===== src/rtl/cmdalu_pkg.sv =====
package cmdalu_pkg;

  localparam int BYTE_W = 8;
  localparam int NIB_W  = 4;
  localparam int RES_W  = 8;

  typedef enum logic [1:0] {
    INS_IDLE = 2'b00,
    INS_LDA  = 2'b01,
    INS_LDB  = 2'b10,
    INS_EXE  = 2'b11
  } ins_e;

  // error message states are contiguous and followed by the operand reads
  typedef enum logic [4:0] {
    ST_IDLE, ST_DECIDE,
    ST_Q_ID, ST_Q_CR, ST_Q_END,
    ST_C_GETA, ST_C_GETB, ST_C_EXEC, ST_C_WAIT, ST_C_TXH, ST_C_TXL, ST_C_TXCR,
    ST_E0, ST_E1, ST_E2, ST_E3, ST_E4, ST_E5, ST_E_GETA, ST_E_GETB
  } st_e;

  localparam logic [BYTE_W-1:0] ASC_QRY = 8'h3F;
  localparam logic [BYTE_W-1:0] ASC_CMP = 8'h63;
  localparam logic [BYTE_W-1:0] ASC_CR  = 8'h0D;
  localparam logic [BYTE_W-1:0] ASC_ADD = 8'h41;
  localparam logic [BYTE_W-1:0] ASC_SUB = 8'h53;

  function automatic logic is_hex(input logic [BYTE_W-1:0] b);
    return (b >= 8'h30 && b <= 8'h39) || (b >= 8'h41 && b <= 8'h46);
  endfunction

  function automatic logic [NIB_W-1:0] hex_val(input logic [BYTE_W-1:0] b);
    logic [BYTE_W-1:0] t;
    if (b <= 8'h39) t = b - 8'h30;
    else            t = b - 8'h37;
    return t[NIB_W-1:0];
  endfunction

  function automatic logic [BYTE_W-1:0] hex_char(input logic [NIB_W-1:0] n);
    logic [BYTE_W-1:0] w;
    w = {{(BYTE_W-NIB_W){1'b0}}, n};
    return (n < 4'd10) ? (8'h30 + w) : (8'h37 + w);
  endfunction

endpackage


===== src/rtl/cmdalu_operator.sv =====
module cmdalu_operator
  import cmdalu_pkg::*;
#(
  parameter int NW = NIB_W,
  parameter int RW = RES_W
) (
  input  logic                 clk,
  input  logic                 rst,
  input  logic                 flavour_sel,
  input  ins_e                 instr,
  input  logic [NW-1:0]        data,
  output logic signed [RW-1:0] result,
  output logic                 id
);

  localparam int EXT = RW - NW;

  logic [NW-1:0] opa_q, opb_q;
  logic signed [RW-1:0] ea, eb;

  assign ea = $signed({{EXT{1'b0}}, opa_q});
  assign eb = $signed({{EXT{1'b0}}, opb_q});

  always_ff @(posedge clk) begin
    if (rst) begin
      opa_q  <= '0;
      opb_q  <= '0;
      result <= '0;
      id     <= 1'b0;
    end else begin
      id <= flavour_sel;
      case (instr)
        INS_LDA: opa_q  <= data;
        INS_LDB: opb_q  <= data;
        INS_EXE: result <= id ? (ea - eb) : (ea + eb);
        default: ;
      endcase
    end
  end

endmodule


===== src/rtl/cmdalu_seq.sv =====
module cmdalu_seq
  import cmdalu_pkg::*;
#(
  parameter int NW = NIB_W,
  parameter int RW = RES_W
) (
  input  logic                       clk,
  input  logic                       rst,
  input  logic                       rx_valid,
  input  logic [BYTE_W-1:0]          rx_data,
  output logic                       rx_ack,
  input  logic                       tx_busy,
  output logic                       tx_we,
  output logic [BYTE_W-1:0]          tx_byte,
  output ins_e                       op_instr,
  output logic [NW-1:0]              op_data,
  input  logic signed [RW-1:0]       op_result,
  input  logic                       op_id
);

  st_e               state;
  logic [BYTE_W-1:0] cmd_q;
  logic              rx_ok, tx_ok, dig_ok;

  // a byte still being acknowledged or sent blocks the next handshake
  assign rx_ok  = rx_valid && !rx_ack;
  assign tx_ok  = !tx_busy && !tx_we;
  assign dig_ok = is_hex(rx_data);

  function automatic logic [BYTE_W-1:0] err_char(input st_e s);
    case (s)
      ST_E0:   return 8'h45;
      ST_E1:   return 8'h52;
      ST_E2:   return 8'h52;
      ST_E3:   return 8'h4F;
      ST_E4:   return 8'h52;
      default: return ASC_CR;
    endcase
  endfunction

  always_ff @(posedge clk) begin
    if (rst) begin
      state    <= ST_IDLE;
      cmd_q    <= '0;
      rx_ack   <= 1'b0;
      tx_we    <= 1'b0;
      tx_byte  <= '0;
      op_instr <= INS_IDLE;
      op_data  <= '0;
    end else begin
      rx_ack   <= 1'b0;
      tx_we    <= 1'b0;
      op_instr <= INS_IDLE;
      case (state)
        ST_IDLE: if (rx_ok) begin
          rx_ack <= 1'b1;
          cmd_q  <= rx_data;
          state  <= ST_DECIDE;
        end
        ST_DECIDE: begin
          if (cmd_q == ASC_QRY)      state <= ST_Q_ID;
          else if (cmd_q == ASC_CMP) state <= ST_C_GETA;
          else                       state <= ST_E0;
        end
        ST_Q_ID: if (tx_ok) begin
          tx_we   <= 1'b1;
          tx_byte <= op_id ? ASC_SUB : ASC_ADD;
          state   <= ST_Q_CR;
        end
        ST_Q_CR: if (tx_ok) begin
          tx_we   <= 1'b1;
          tx_byte <= ASC_CR;
          state   <= ST_Q_END;
        end
        ST_Q_END: state <= ST_IDLE;
        ST_C_GETA, ST_E_GETA: if (rx_ok) begin
          rx_ack <= 1'b1;
          if (dig_ok) begin
            op_instr <= INS_LDA;
            op_data  <= hex_val(rx_data);
            state    <= (state == ST_C_GETA) ? ST_C_GETB : ST_E_GETB;
          end else begin
            state <= ST_E0;
          end
        end
        ST_C_GETB, ST_E_GETB: if (rx_ok) begin
          rx_ack <= 1'b1;
          if (dig_ok) begin
            op_instr <= INS_LDB;
            op_data  <= hex_val(rx_data);
            state    <= ST_C_EXEC;
          end else begin
            state <= ST_E0;
          end
        end
        ST_C_EXEC: begin
          op_instr <= INS_EXE;
          state    <= ST_C_WAIT;
        end
        ST_C_WAIT: state <= ST_C_TXH;
        ST_C_TXH: if (tx_ok) begin
          tx_we   <= 1'b1;
          tx_byte <= hex_char(op_result[RW-1 -: NW]);
          state   <= ST_C_TXL;
        end
        ST_C_TXL: if (tx_ok) begin
          tx_we   <= 1'b1;
          tx_byte <= hex_char(op_result[NW-1:0]);
          state   <= ST_C_TXCR;
        end
        ST_C_TXCR: if (tx_ok) begin
          tx_we   <= 1'b1;
          tx_byte <= ASC_CR;
          state   <= ST_IDLE;
        end
        ST_E0, ST_E1, ST_E2, ST_E3, ST_E4, ST_E5: if (tx_ok) begin
          tx_we   <= 1'b1;
          tx_byte <= err_char(state);
          state   <= st_e'(state + 5'd1);
        end
        default: state <= ST_IDLE;
      endcase
    end
  end

endmodule


===== src/rtl/cmdalu_ctrl.sv =====
module cmdalu_ctrl
  import cmdalu_pkg::*;
#(
  parameter int NW = NIB_W,
  parameter int RW = RES_W
) (
  input  logic              clk,
  input  logic              rst,
  input  logic              flavour_sel,
  input  logic              rx_valid,
  input  logic [BYTE_W-1:0] rx_data,
  output logic              rx_ack,
  input  logic              tx_busy,
  output logic              tx_we,
  output logic [BYTE_W-1:0] tx_byte
);

  ins_e                 op_instr;
  logic [NW-1:0]        op_data;
  logic signed [RW-1:0] op_result;
  logic                 op_id;

  cmdalu_seq #(.NW(NW), .RW(RW)) u_seq (
    .clk(clk), .rst(rst),
    .rx_valid(rx_valid), .rx_data(rx_data), .rx_ack(rx_ack),
    .tx_busy(tx_busy), .tx_we(tx_we), .tx_byte(tx_byte),
    .op_instr(op_instr), .op_data(op_data),
    .op_result(op_result), .op_id(op_id)
  );

  cmdalu_operator #(.NW(NW), .RW(RW)) u_op (
    .clk(clk), .rst(rst), .flavour_sel(flavour_sel),
    .instr(op_instr), .data(op_data),
    .result(op_result), .id(op_id)
  );

endmodule


===== config.mk =====
export PLATFORM = sky130hd
export DESIGN_NAME = cmdalu_ctrl
export DESIGN_NICKNAME = d
export VERILOG_FILES = /design/src/rtl/cmdalu_pkg.sv /design/src/rtl/cmdalu_operator.sv /design/src/rtl/cmdalu_seq.sv /design/src/rtl/cmdalu_ctrl.sv
export SDC_FILE = /design/constraint.sdc
export NUM_CORES = 1
export LEC_CHECK = 0
export BUFFER_PORTS_ARGS = -buffer_cell sky130_fd_sc_hd__buf_2
export CAP_MARGIN = 20
export CORE_MARGIN = 5
export CORE_UTILIZATION = 53
export CTS_CLUSTER_SIZE = 12
export DETAILED_ROUTE_END_ITERATION = 8
export PLACE_DENSITY = 0.85
export SYNTH_ARGS = -nofsm -noshare
export SYNTH_HDL_FRONTEND = slang
export SYNTH_SLANG_ARGS = --single-unit
export TNS_END_PERCENT = 5

===== constraint.sdc =====
create_clock -name clk -period 2.8 [get_ports clk]
set_input_delay 0.14 -clock clk [delete_from_list [all_inputs] [get_ports clk]]
set_output_delay 0.14 -clock clk [all_outputs]
set_load 0.1 [all_outputs]

==> impl_metrics.yaml <==
worst_hold_path:
  hold_path.class: "in2reg"
global_route:
  grt_max_degree: 35
  grt_pass1_wl_um: 10800
  overflow: 0
  grt_pass1_vias: 2424
  antenna_found_initial: 0
  grt_usage_pct: 18.4
power:
  power_uw: 1890
  clockPowerShare_pct: 26.6
  seqPwrFrac_pct: 38.0
  power_per_cell_area_nw_per_um2: 605
  p_sw_uw: 707
  p_int_uw: 1180
  comb_power_share_pct: 35.5
  irDropWorstVdd_v: 0.000377
  p_leak_uw: 0.00126
  power_switching_share_pct: 37.5
finish:
  fillers: 465
  final_common_cell: "dfxtp_1"
  diodes: 0
  mostFrequentLayoutCells: "dfxtp_1, nand2_1, nor2_1"
  layout.nets: 395
  drive_above_1_share_pct: 13.3
  synthToLayoutAreaGrowth_pct: 10.5
  instances_no_fill: 431
worst_setup_path:
  crit_required_ps: 2970
  path_delay_family: "compound AO/OA/AOI/OAI gates"
  crit_path_end_kind: "flop"
  cp-start-kind: "flop"
  path_class: "reg2reg"
  cpPeakStageDelay_ps: 570
  crit_fanout: 5
  crit_slowest_cell: "o41ai_2"
  arrival_ps: 2710
  critPathBufInv: 1
  path_cells: "inv_1 > ha_1 > o21a_1 > a211oi_1 > nand2_1 > o41ai_2 > o32ai_1"
floorplanning:
  dieArea_um2: 6890
  coreArea_um2: 5140
  row_count: 26
  pin_count: 23
  start_util_pct: 54.9
  die_y_um: 83.0
  die_x_um: 83.0
sta:
  hold_ws_ps: 62.1
  relSlewSlack_pct: 59.0
  rsz0062_at_grt: "false"
  fin_crit_sh_pct: 90.9
  drv_slew: 0
  clock_skew_ps: 4.95
  finalCriticalPeriod_ps: 2550
  tns_ps: 0
  hold_viol: 0
  max_slew.worst_pin.slew_ps: 613
  setup_viol: 0
  clock.fmax_ghz: 0.393
synth:
  syn_avg_cell_area_um2: 8.21
  syn_nets: 379
  ys_warn_count: 0
  ys.flop_type: "dfxtp_1"
  async_flop_share_pct: 0
  synth_enable_flop_cells: 0
  synthesis.area_um2: 2820
  synthDistinctLibCells: 63
  synth-seq-area-share_pct: 30.5
  synth-seq-cells: 43
  synthCells: 344
clock_tree:
  cts_htree_levels: 2
  cts_root_buffer: "clkbuf_8"
  cts-resized-gates: 0
  insertion_delay_ps: 300
  post-cts-setup-buffers: 0
  hold_buffers: 0
  numClockSinks: 43
  numCtsBuffers: 5
  path_clk_slew_ps: 80
  cts_tree: "yes"
  clock_path_buffers: 2
status:
  status: "completed"
detailed_routing:
  drc: 0
  drtAntennaViolNets: 0
  num_vias: 2613
  wl_per_cell_um: 14.7
  via_per_inst: 6.06
  dr.pass1.iters: 6
  drt_iter0_drc: 300
  wirelength_um: 6320
run:
  maxCapViolCount: 0
place:
  placed_cells: 423
  gp_congestion: 0.932
  dp_hpwl_um: 4760
  io_buffers: 21
final timing paths:
path	start	to	slack, ps	cells after the start
max	u_seq.state[0]	u_seq.state[2]	250	7
min	flavour_sel	u_op.id	60	2
min reg2reg	u_seq.cmd_q[7]	u_seq.cmd_q[7]	450	2
max reg2reg	u_seq.state[0]	u_seq.state[2]	250	7
layer usage:
metal	GRT usage, %	part of all wire, %
met3	4.26	8.7
met5	0	0
met4	6.39	1.8
met2	30.3	46
met1	23.6	44
area by class of cell:
cell class / count / area [um2] / share of cell area [%]
multi-input combinational: 258 / 1800 / 57.6
sequential: 43 / 861 / 27.6
timing repair buffer: 30 / 173 / 5.54
tap: 70 / 87.6 / 2.81
clock buffer: 6 / 82.6 / 2.65
inverter: 22 / 82.6 / 2.65
clock inverter: 2 / 35.0 / 1.12
sequential cells by signal, indices dropped and copies added (netlist names):
name            cells
u_seq.state         5
u_seq.tx_byte       7
u_seq.tx_we         1
u_seq.op_data       4
u_op.result         6
u_op.opb_q          4
u_seq.rx_ack        1
u_seq.op_instr      2
u_op.opa_q          4
u_op.id             1
u_seq.cmd_q         8
power by group through the flow:
stage	Clock, uW	Sequential (uW)	Combinational (uW)
after global routing	532	725	731
after floorplan	0	788	438
final	501	716	669
after global placement	0	725	650
after CTS	507	716	657
after detailed placement	0	729	653
logic make-up after synthesis:
family / after synthesis / synth area share [%]
AO/OA/AOI/OAI: 98 / 25.4
multiplexers: 11 / 3.90
buffers and inverters: 43 / 5.85
adder cells (fa/ha/maj): 22 / 10.3
AND/OR/NAND/NOR: 119 / 21.8
other: 1 / 0.133
flip-flops: 43 / 30.5
XOR/XNOR: 7 / 2.17
metrics by stage:
stage	cell area [um2]	utilization, %	setup WS, ps
floorplan	2820	-	212
global placement	3000	58.4	388
detailed placement	3000	58.4	339
CTS	3120	60.7	327
global route	3120	60.7	112
finish	3120	60.7	254
cell usage after synthesis (4+ instances only):
master	number	area, um2
xnor2_1	5	43.8
ha_1	20	250
nand2b_1	5	31.3
a21oi_1	23	115
o21a_1	4	30.0
nor3b_1	5	37.5
a211oi_1	9	67.6
a221oi_1	4	35.0
clkbuf_1	19	71.3
mux2i_1	11	110
dfxtp_1	43	861
a31oi_1	4	25.0
nor2_1	31	116
o32ai_1	5	43.8
nand3_1	8	40.0
inv_1	22	82.6
o31ai_1	4	30.0
o21ai_0	11	55.1
nor2b_1	11	68.8
nor3_1	6	30.0
nand2_1	31	116
o31a_1	5	43.8
Note: power is estimated with default switching activity, not from simulation.
